### src/rtl/pirq_pkg.sv
package pirq_pkg;

   // Register selected by the current bus address.
   typedef enum logic [2:0] {
      SEL_NONE,
      SEL_GIE,
      SEL_STAT,
      SEL_ENA,
      SEL_RST
   } pirq_sel_e;

endpackage

### src/rtl/pirq_status_bank.sv
module pirq_status_bank #(
   parameter int unsigned N_SRC = 6
) (
   input  logic             clk,
   input  logic             rst_n,
   input  logic             hold,
   input  logic             wr_stat,
   input  logic             wr_ena,
   input  logic             wr_gie,
   input  logic [N_SRC-1:0] wbits,
   input  logic             wtop,
   input  logic [N_SRC-1:0] evt,
   output logic [N_SRC-1:0] stat,
   output logic [N_SRC-1:0] ena,
   output logic             gie
);

   if (N_SRC < 1) begin : g_chk_nsrc
      $error("pirq_status_bank: N_SRC must be at least 1");
   end

   // One sticky flop per source; a new event has priority over a clear.
   for (genvar i = 0; i < N_SRC; i++) begin : g_bit
      always_ff @(posedge clk or negedge rst_n) begin
         if (!rst_n)      stat[i] <= 1'b0;
         else if (hold)   stat[i] <= 1'b0;
         else             stat[i] <= evt[i] | (stat[i] & ~(wr_stat & wbits[i]));
      end

      // an event outside a reset pulse always lands
      a_r2_event_sets: assert property (@(posedge clk) disable iff (!rst_n)
         (!hold && evt[i]) |=> stat[i]);

      // a set bit survives unless cleared or held
      a_r3_sticky: assert property (@(posedge clk) disable iff (!rst_n)
         (stat[i] && !hold && !(wr_stat && wbits[i])) |=> stat[i]);
   end

   always_ff @(posedge clk or negedge rst_n) begin
      if (!rst_n)      ena <= '0;
      else if (hold)   ena <= '0;
      else if (wr_ena) ena <= wbits;
   end

   always_ff @(posedge clk or negedge rst_n) begin
      if (!rst_n)      gie <= 1'b0;
      else if (hold)   gie <= 1'b0;
      else if (wr_gie) gie <= wtop;
   end

   // a held cycle leaves all three registers empty
   a_r10_hold_clears: assert property (@(posedge clk) disable iff (!rst_n)
      hold |=> (stat == '0 && ena == '0 && !gie));

endmodule

### src/rtl/pirq_reset_gen.sv
module pirq_reset_gen #(
   parameter int unsigned DATA_W    = 32,
   parameter int unsigned RST_KEY   = 32'h0000_000A,
   parameter int unsigned PULSE_LEN = 16
) (
   input  logic              clk,
   input  logic              rst_n,
   input  logic              wr_rst,
   input  logic [DATA_W-1:0] wdata,
   output logic              busy
);

   localparam int unsigned CNT_W = $clog2(PULSE_LEN + 1);

   if (PULSE_LEN < 1) begin : g_chk_len
      $error("pirq_reset_gen: PULSE_LEN must be at least 1");
   end

   logic [CNT_W-1:0] cnt;
   logic             key_hit;

   assign key_hit = wr_rst && (wdata == DATA_W'(RST_KEY));
   assign busy    = (cnt != '0);

   always_ff @(posedge clk or negedge rst_n) begin
      if (!rst_n)       cnt <= '0;
      else if (busy)    cnt <= cnt - CNT_W'(1);
      else if (key_hit) cnt <= CNT_W'(PULSE_LEN);
   end

   // key write while idle starts the pulse
   a_r8_key_starts: assert property (@(posedge clk) disable iff (!rst_n)
      (key_hit && !busy) |=> busy);

   // no pulse starts without the key
   a_r9_no_false_start: assert property (@(posedge clk) disable iff (!rst_n)
      (!busy && !key_hit) |=> !busy);

endmodule

### src/rtl/pirq_unit.sv
module pirq_unit
   import pirq_pkg::*;
#(
   parameter int unsigned ADDR_W    = 8,
   parameter int unsigned DATA_W    = 32,
   parameter int unsigned N_SRC     = 6,
   parameter int unsigned OFS_GIE   = 'h1C,
   parameter int unsigned OFS_STAT  = 'h20,
   parameter int unsigned OFS_ENA   = 'h28,
   parameter int unsigned OFS_RST   = 'h40,
   parameter int unsigned RST_KEY   = 'h0A,
   parameter int unsigned PULSE_LEN = 16,
   parameter bit          IRQ_REG   = 1'b0
) (
   input  logic              clk,
   input  logic              rst_n,
   input  logic              bus_wr,
   input  logic [ADDR_W-1:0] bus_addr,
   input  logic [DATA_W-1:0] bus_wdata,
   output logic [DATA_W-1:0] bus_rdata,
   input  logic [N_SRC-1:0]  evt_i,
   output logic              irq_o,
   output logic              core_rst_o
);

   if (N_SRC >= DATA_W) begin : g_chk_width
      $error("pirq_unit: N_SRC must leave the top data bit free");
   end
   if (OFS_GIE == OFS_STAT || OFS_GIE == OFS_ENA || OFS_GIE == OFS_RST ||
       OFS_STAT == OFS_ENA || OFS_STAT == OFS_RST || OFS_ENA == OFS_RST) begin : g_chk_ofs
      $error("pirq_unit: register offsets must be distinct");
   end

   pirq_sel_e        sel;
   logic [N_SRC-1:0] stat, ena;
   logic             gie, irq_raw;

   always_comb begin
      sel = SEL_NONE;
      if      (bus_addr == ADDR_W'(OFS_GIE))  sel = SEL_GIE;
      else if (bus_addr == ADDR_W'(OFS_STAT)) sel = SEL_STAT;
      else if (bus_addr == ADDR_W'(OFS_ENA))  sel = SEL_ENA;
      else if (bus_addr == ADDR_W'(OFS_RST))  sel = SEL_RST;
   end

   pirq_status_bank #(.N_SRC(N_SRC)) u_bank (
      .clk     (clk),
      .rst_n   (rst_n),
      .hold    (core_rst_o),
      .wr_stat (bus_wr && sel == SEL_STAT),
      .wr_ena  (bus_wr && sel == SEL_ENA),
      .wr_gie  (bus_wr && sel == SEL_GIE),
      .wbits   (bus_wdata[N_SRC-1:0]),
      .wtop    (bus_wdata[DATA_W-1]),
      .evt     (evt_i),
      .stat    (stat),
      .ena     (ena),
      .gie     (gie)
   );

   pirq_reset_gen #(
      .DATA_W    (DATA_W),
      .RST_KEY   (RST_KEY),
      .PULSE_LEN (PULSE_LEN)
   ) u_rst (
      .clk    (clk),
      .rst_n  (rst_n),
      .wr_rst (bus_wr && sel == SEL_RST),
      .wdata  (bus_wdata),
      .busy   (core_rst_o)
   );

   always_comb begin
      bus_rdata = '0;
      case (sel)
         SEL_GIE:  bus_rdata[DATA_W-1]  = gie;
         SEL_STAT: bus_rdata[N_SRC-1:0] = stat;
         SEL_ENA:  bus_rdata[N_SRC-1:0] = ena;
         default:  bus_rdata = '0;
      endcase
   end

   assign irq_raw = gie & |(stat & ena);

   if (IRQ_REG) begin : g_irq_flop
      always_ff @(posedge clk or negedge rst_n) begin
         if (!rst_n) irq_o <= 1'b0;
         else        irq_o <= irq_raw;
      end
   end else begin : g_irq_comb
      assign irq_o = irq_raw;

      // no request while the master enable is off
      a_r7_gie_gates: assert property (@(posedge clk) disable iff (!rst_n)
         !gie |-> !irq_o);
   end

endmodule

### config.mk
export PLATFORM = sky130hd
export DESIGN_NAME = pirq_unit
export DESIGN_NICKNAME = d
export VERILOG_FILES = /design/src/rtl/pirq_pkg.sv /design/src/rtl/pirq_status_bank.sv /design/src/rtl/pirq_reset_gen.sv /design/src/rtl/pirq_unit.sv
export SDC_FILE = /design/constraint.sdc
export NUM_CORES = 1
export LEC_CHECK = 0
export ABC_CLOCK_PERIOD_IN_PS = 4600
export BUFFER_PORTS_ARGS = -buffer_cell sky130_fd_sc_hd__buf_2
export CORE_MARGIN = 2
export CORE_UTILIZATION = 45
export CTS_CLUSTER_SIZE = 20
export DETAILED_ROUTE_END_ITERATION = 7
export HOLD_SLACK_MARGIN = 0.15
export PLACE_DENSITY = 0.85
export SYNTH_ARGS = -nofsm -noshare
export SYNTH_HDL_FRONTEND = slang
export SYNTH_SLANG_ARGS = --single-unit
### constraint.sdc
create_clock -name clk -period 4.6 [get_ports clk]
set_clock_uncertainty 0.2 [all_clocks]
set_input_delay 0.46 -clock clk [delete_from_list [all_inputs] [get_ports clk]]
set_output_delay 0.46 -clock clk [all_outputs]
set_load 0.05 [all_outputs]
==> results.cfg <==
[global_routing]
grt_pass1_wl_um = 4730
use_met3_pct = 4.38
grt_pass1_vias = 1030
grt_max_degree = 19
globalRouteMet2Util_pct = 31.4
gr-usage-met1_pct = 24.7
top_usage_layer = met2
antenna_found_initial = 0
track_usage_pct = 18.6
overflow = 0

[timing]
timing.hold.ws_ns = 0.168
slew_violations = 0
max_freq_mhz = 371
grt_setup_unrepaired = false
hold_viol = 0
setup_viol = 0
finalCritPeriodShare_pct = 58.6
period_needed_ns = 2.70
tns_ns = 0

[logic_synthesis]
synth_seq_cells = 18
netlist_area_um2 = 1250
synthTopCellsByCount = 25 x buf_4, 18 x dfrtp_1, 11 x nand2_1, 8 x nor4_1
synth_edf_count = 0
async_flop_share_pct = 100
synth.avg_cell_area_um2 = 9.34
yosys_most_used_dff = dfrtp_1
yosysMostFrequentCell = buf_4
ys_top_cells_by_area = dfrtp_1 36%, buf_4 15%, a22o_2 4.0%
synthCells = 134
synth.largest_area_cell = dfrtp_1
synth-seq-area-share_pct = 36.0
post-synth-top-area-fraction_pct = 36.0
synth.distinct_cells = 39
ys.warnings.count = 0

[setup_path]
cp_data_required_time_ns = 3.94
path_max_fanout = 12
r2r_start = u_rst.cnt[0]
critPathMaxStageDelay_ns = 0.41
crit_end = core_rst_o
arrival_ns = 2.04
r2r-end = u_rst.cnt[0]
worstSetupPathType = reg2out
worst_path_max_delay_cell = dfrtp_1
rrSetupSlack_ns = 2.60
path_cells = inv_1, ha_1, or3b_1, nor2_4, inv_2, buf_2
crit_path_end_kind = primary output
cp-start-kind = register
critPathLaunch = u_rst.cnt[0]
r2r_cells = 7

[detailed_routing]
drt_first_pass_iters = 4
post_drt_wl_per_cell_um = 12.6
vias = 1122
drc_errors = 0
vias_per_cell = 5.03
ant_nets = 0
routed_wirelength_um = 2800
initialDrtViolationCount = 38

[floorplanning]
dieArea_um2 = 3220
core_region_area_um2 = 2690
row_count = 19
start_util_pct = 46.6
die_width_um = 56.7
ios = 83
dieHeight_um = 56.7

[status]
status = finished clean

[hold_path]
worstHoldPathType = in2reg

[clock_tree]
cts_sinks = 18
clk_path_buf_depth = 2
clk_latency_ns = 0.30
cts_tree = built
path_clk_slew_ns = 0.10
cts_buffers = 3
cts_root_buf = clkbuf_4
htreeDepth = 1

[final_layout]
fin_area_um2 = 1490
register_area_um2 = 450
nFillCells = 271
nets = 243
area_growth_pct = 19.3
diodes = 0
drive_gt1_share_pct = 38.5
multi_input_area_um2 = 657

[placed_design]
gp_congestion = 0.852
place_area_um2 = 1450
io_buffers = 57
hpwl_um = 2350

[power_and_ir_drop]
finalPower_uw = 343
power_per_cell_area_nw_per_um2 = 230
peakVddDrop_uv = 188
leakage_uw = 0.000744
power_frac_clock_pct = 28.4
swShare_pct = 33.4
internal-power_uw = 228
p_switching_uw = 115
p_comb_share_pct = 24.6
p_seq_share_pct = 47.0

[flow_run]
maxCapViolations = 0
==> what timing repair did <==
action                    in CTS  in global routing
hold buffers                   1                  0
hold endpoints to repair      18                  0
gates resized for setup        0                  0
buffers inserted               0                  0
==> how the worst min path moves through the flow <==
stage	from	end	slack, ns	cells after the start
after global placement	rst_n	u_rst.cnt[2]	0.21	1
after global routing	evt_i[2]	u_bank.stat[2]	0.15	2
after CTS	evt_i[3]	u_bank.stat[3]	0.16	3
after floorplan	rst_n	u_bank.ena[0]	-0.04	0
final	evt_i[2]	u_bank.stat[2]	0.17	2
after detailed placement	rst_n	u_rst.cnt[2]	0.21	1
==> state kept, by name (all words and copies together), names as in the netlist <==
| signal | cells |
|---|---|
| u_bank.ena | 6 |
| u_bank.gie | 1 |
| u_bank.stat | 6 |
| u_rst.cnt | 5 |
==> layout by cell type (no fill, tap or decap), types with 2 or more instances in the layout <==
| master | Yosys | layout |
|---|---|---|
| conb_1 | 1 | 25 |
| a22o_2 | 5 | 5 |
| a21oi_1 | 7 | 7 |
| o21a_1 | 5 | 5 |
| inv_1 | 3 | 3 |
| nor3_1 | 2 | 2 |
| nand4_1 | 4 | 4 |
| a21boi_0 | 5 | 5 |
| buf_2 | 1 | 57 |
| xnor2_1 | 2 | 2 |
| clkbuf_4 | 0 | 3 |
| nand3_1 | 7 | 7 |
| nand2_1 | 11 | 11 |
| a22oi_1 | 3 | 3 |
| nor2_1 | 5 | 5 |
| dfrtp_1 | 18 | 18 |
| nor4_1 | 8 | 8 |
==> logic make-up after synthesis <==
| logic type | after synthesis | synth area share (%) |
|---|---|---|
| XOR/XNOR | 2 | 1.40 |
| multiplexers | 1 | 0.800 |
| flip-flops | 18 | 36.0 |
| AO/OA/AOI/OAI | 30 | 17.5 |
| buffers and inverters | 32 | 18.7 |
| AND/OR/NAND/NOR | 49 | 24.3 |
| adder cells (fa/ha/maj) | 1 | 1.00 |
| other | 1 | 0.300 |
==> routing by layer <==
metal  share of wire, %  routed length [µm]
met1                 42                1170
met2                 53                1470
met3                5.0                 141
met4               0.57                  16
met5                  0                   0
==> worst max-delay path, delay by kind of cell, from the launching register on <==
| kind | cells | cell delay, ns |
|---|---|---|
| AND/OR/NAND/NOR | 2 | 0.67 |
| buffers and inverters | 3 | 0.48 |
| flip-flops | 1 | 0.41 |
| adder cells (fa/ha/maj) | 1 | 0.18 |
==> final cells by class <==
cell class / count / share of cell area (%)
clock buffer: 4 / 2.43
sequential: 18 / 30.2
timing repair buffer: 58 / 19.8
tap: 31 / 2.60
inverter: 4 / 1.01
multi-input combinational: 108 / 44.0
==> power groups by stage <==
stage	Clock [µW]	Combinational (µW)	Sequential [µW]
detailed placement	0	83.2	165
finish	97.4	84.3	161
global placement	0	82.5	165
global route	108	89.5	162
floorplan	0	71.3	164
CTS	101	84.0	161
==> metrics by stage <==
stage | std cells | setup WS (ns) | util (%)
after floorplan | 158 | 2.33 | -
after global placement | 218 | 2.09 | 53.8
after detailed placement | 218 | 2.05 | 53.8
after CTS | 223 | 1.89 | 55.6
after global routing | 223 | 1.79 | 55.6
final | 223 | 1.90 | 55.6
No activity file was read; power rests on OpenSTA's default activity.
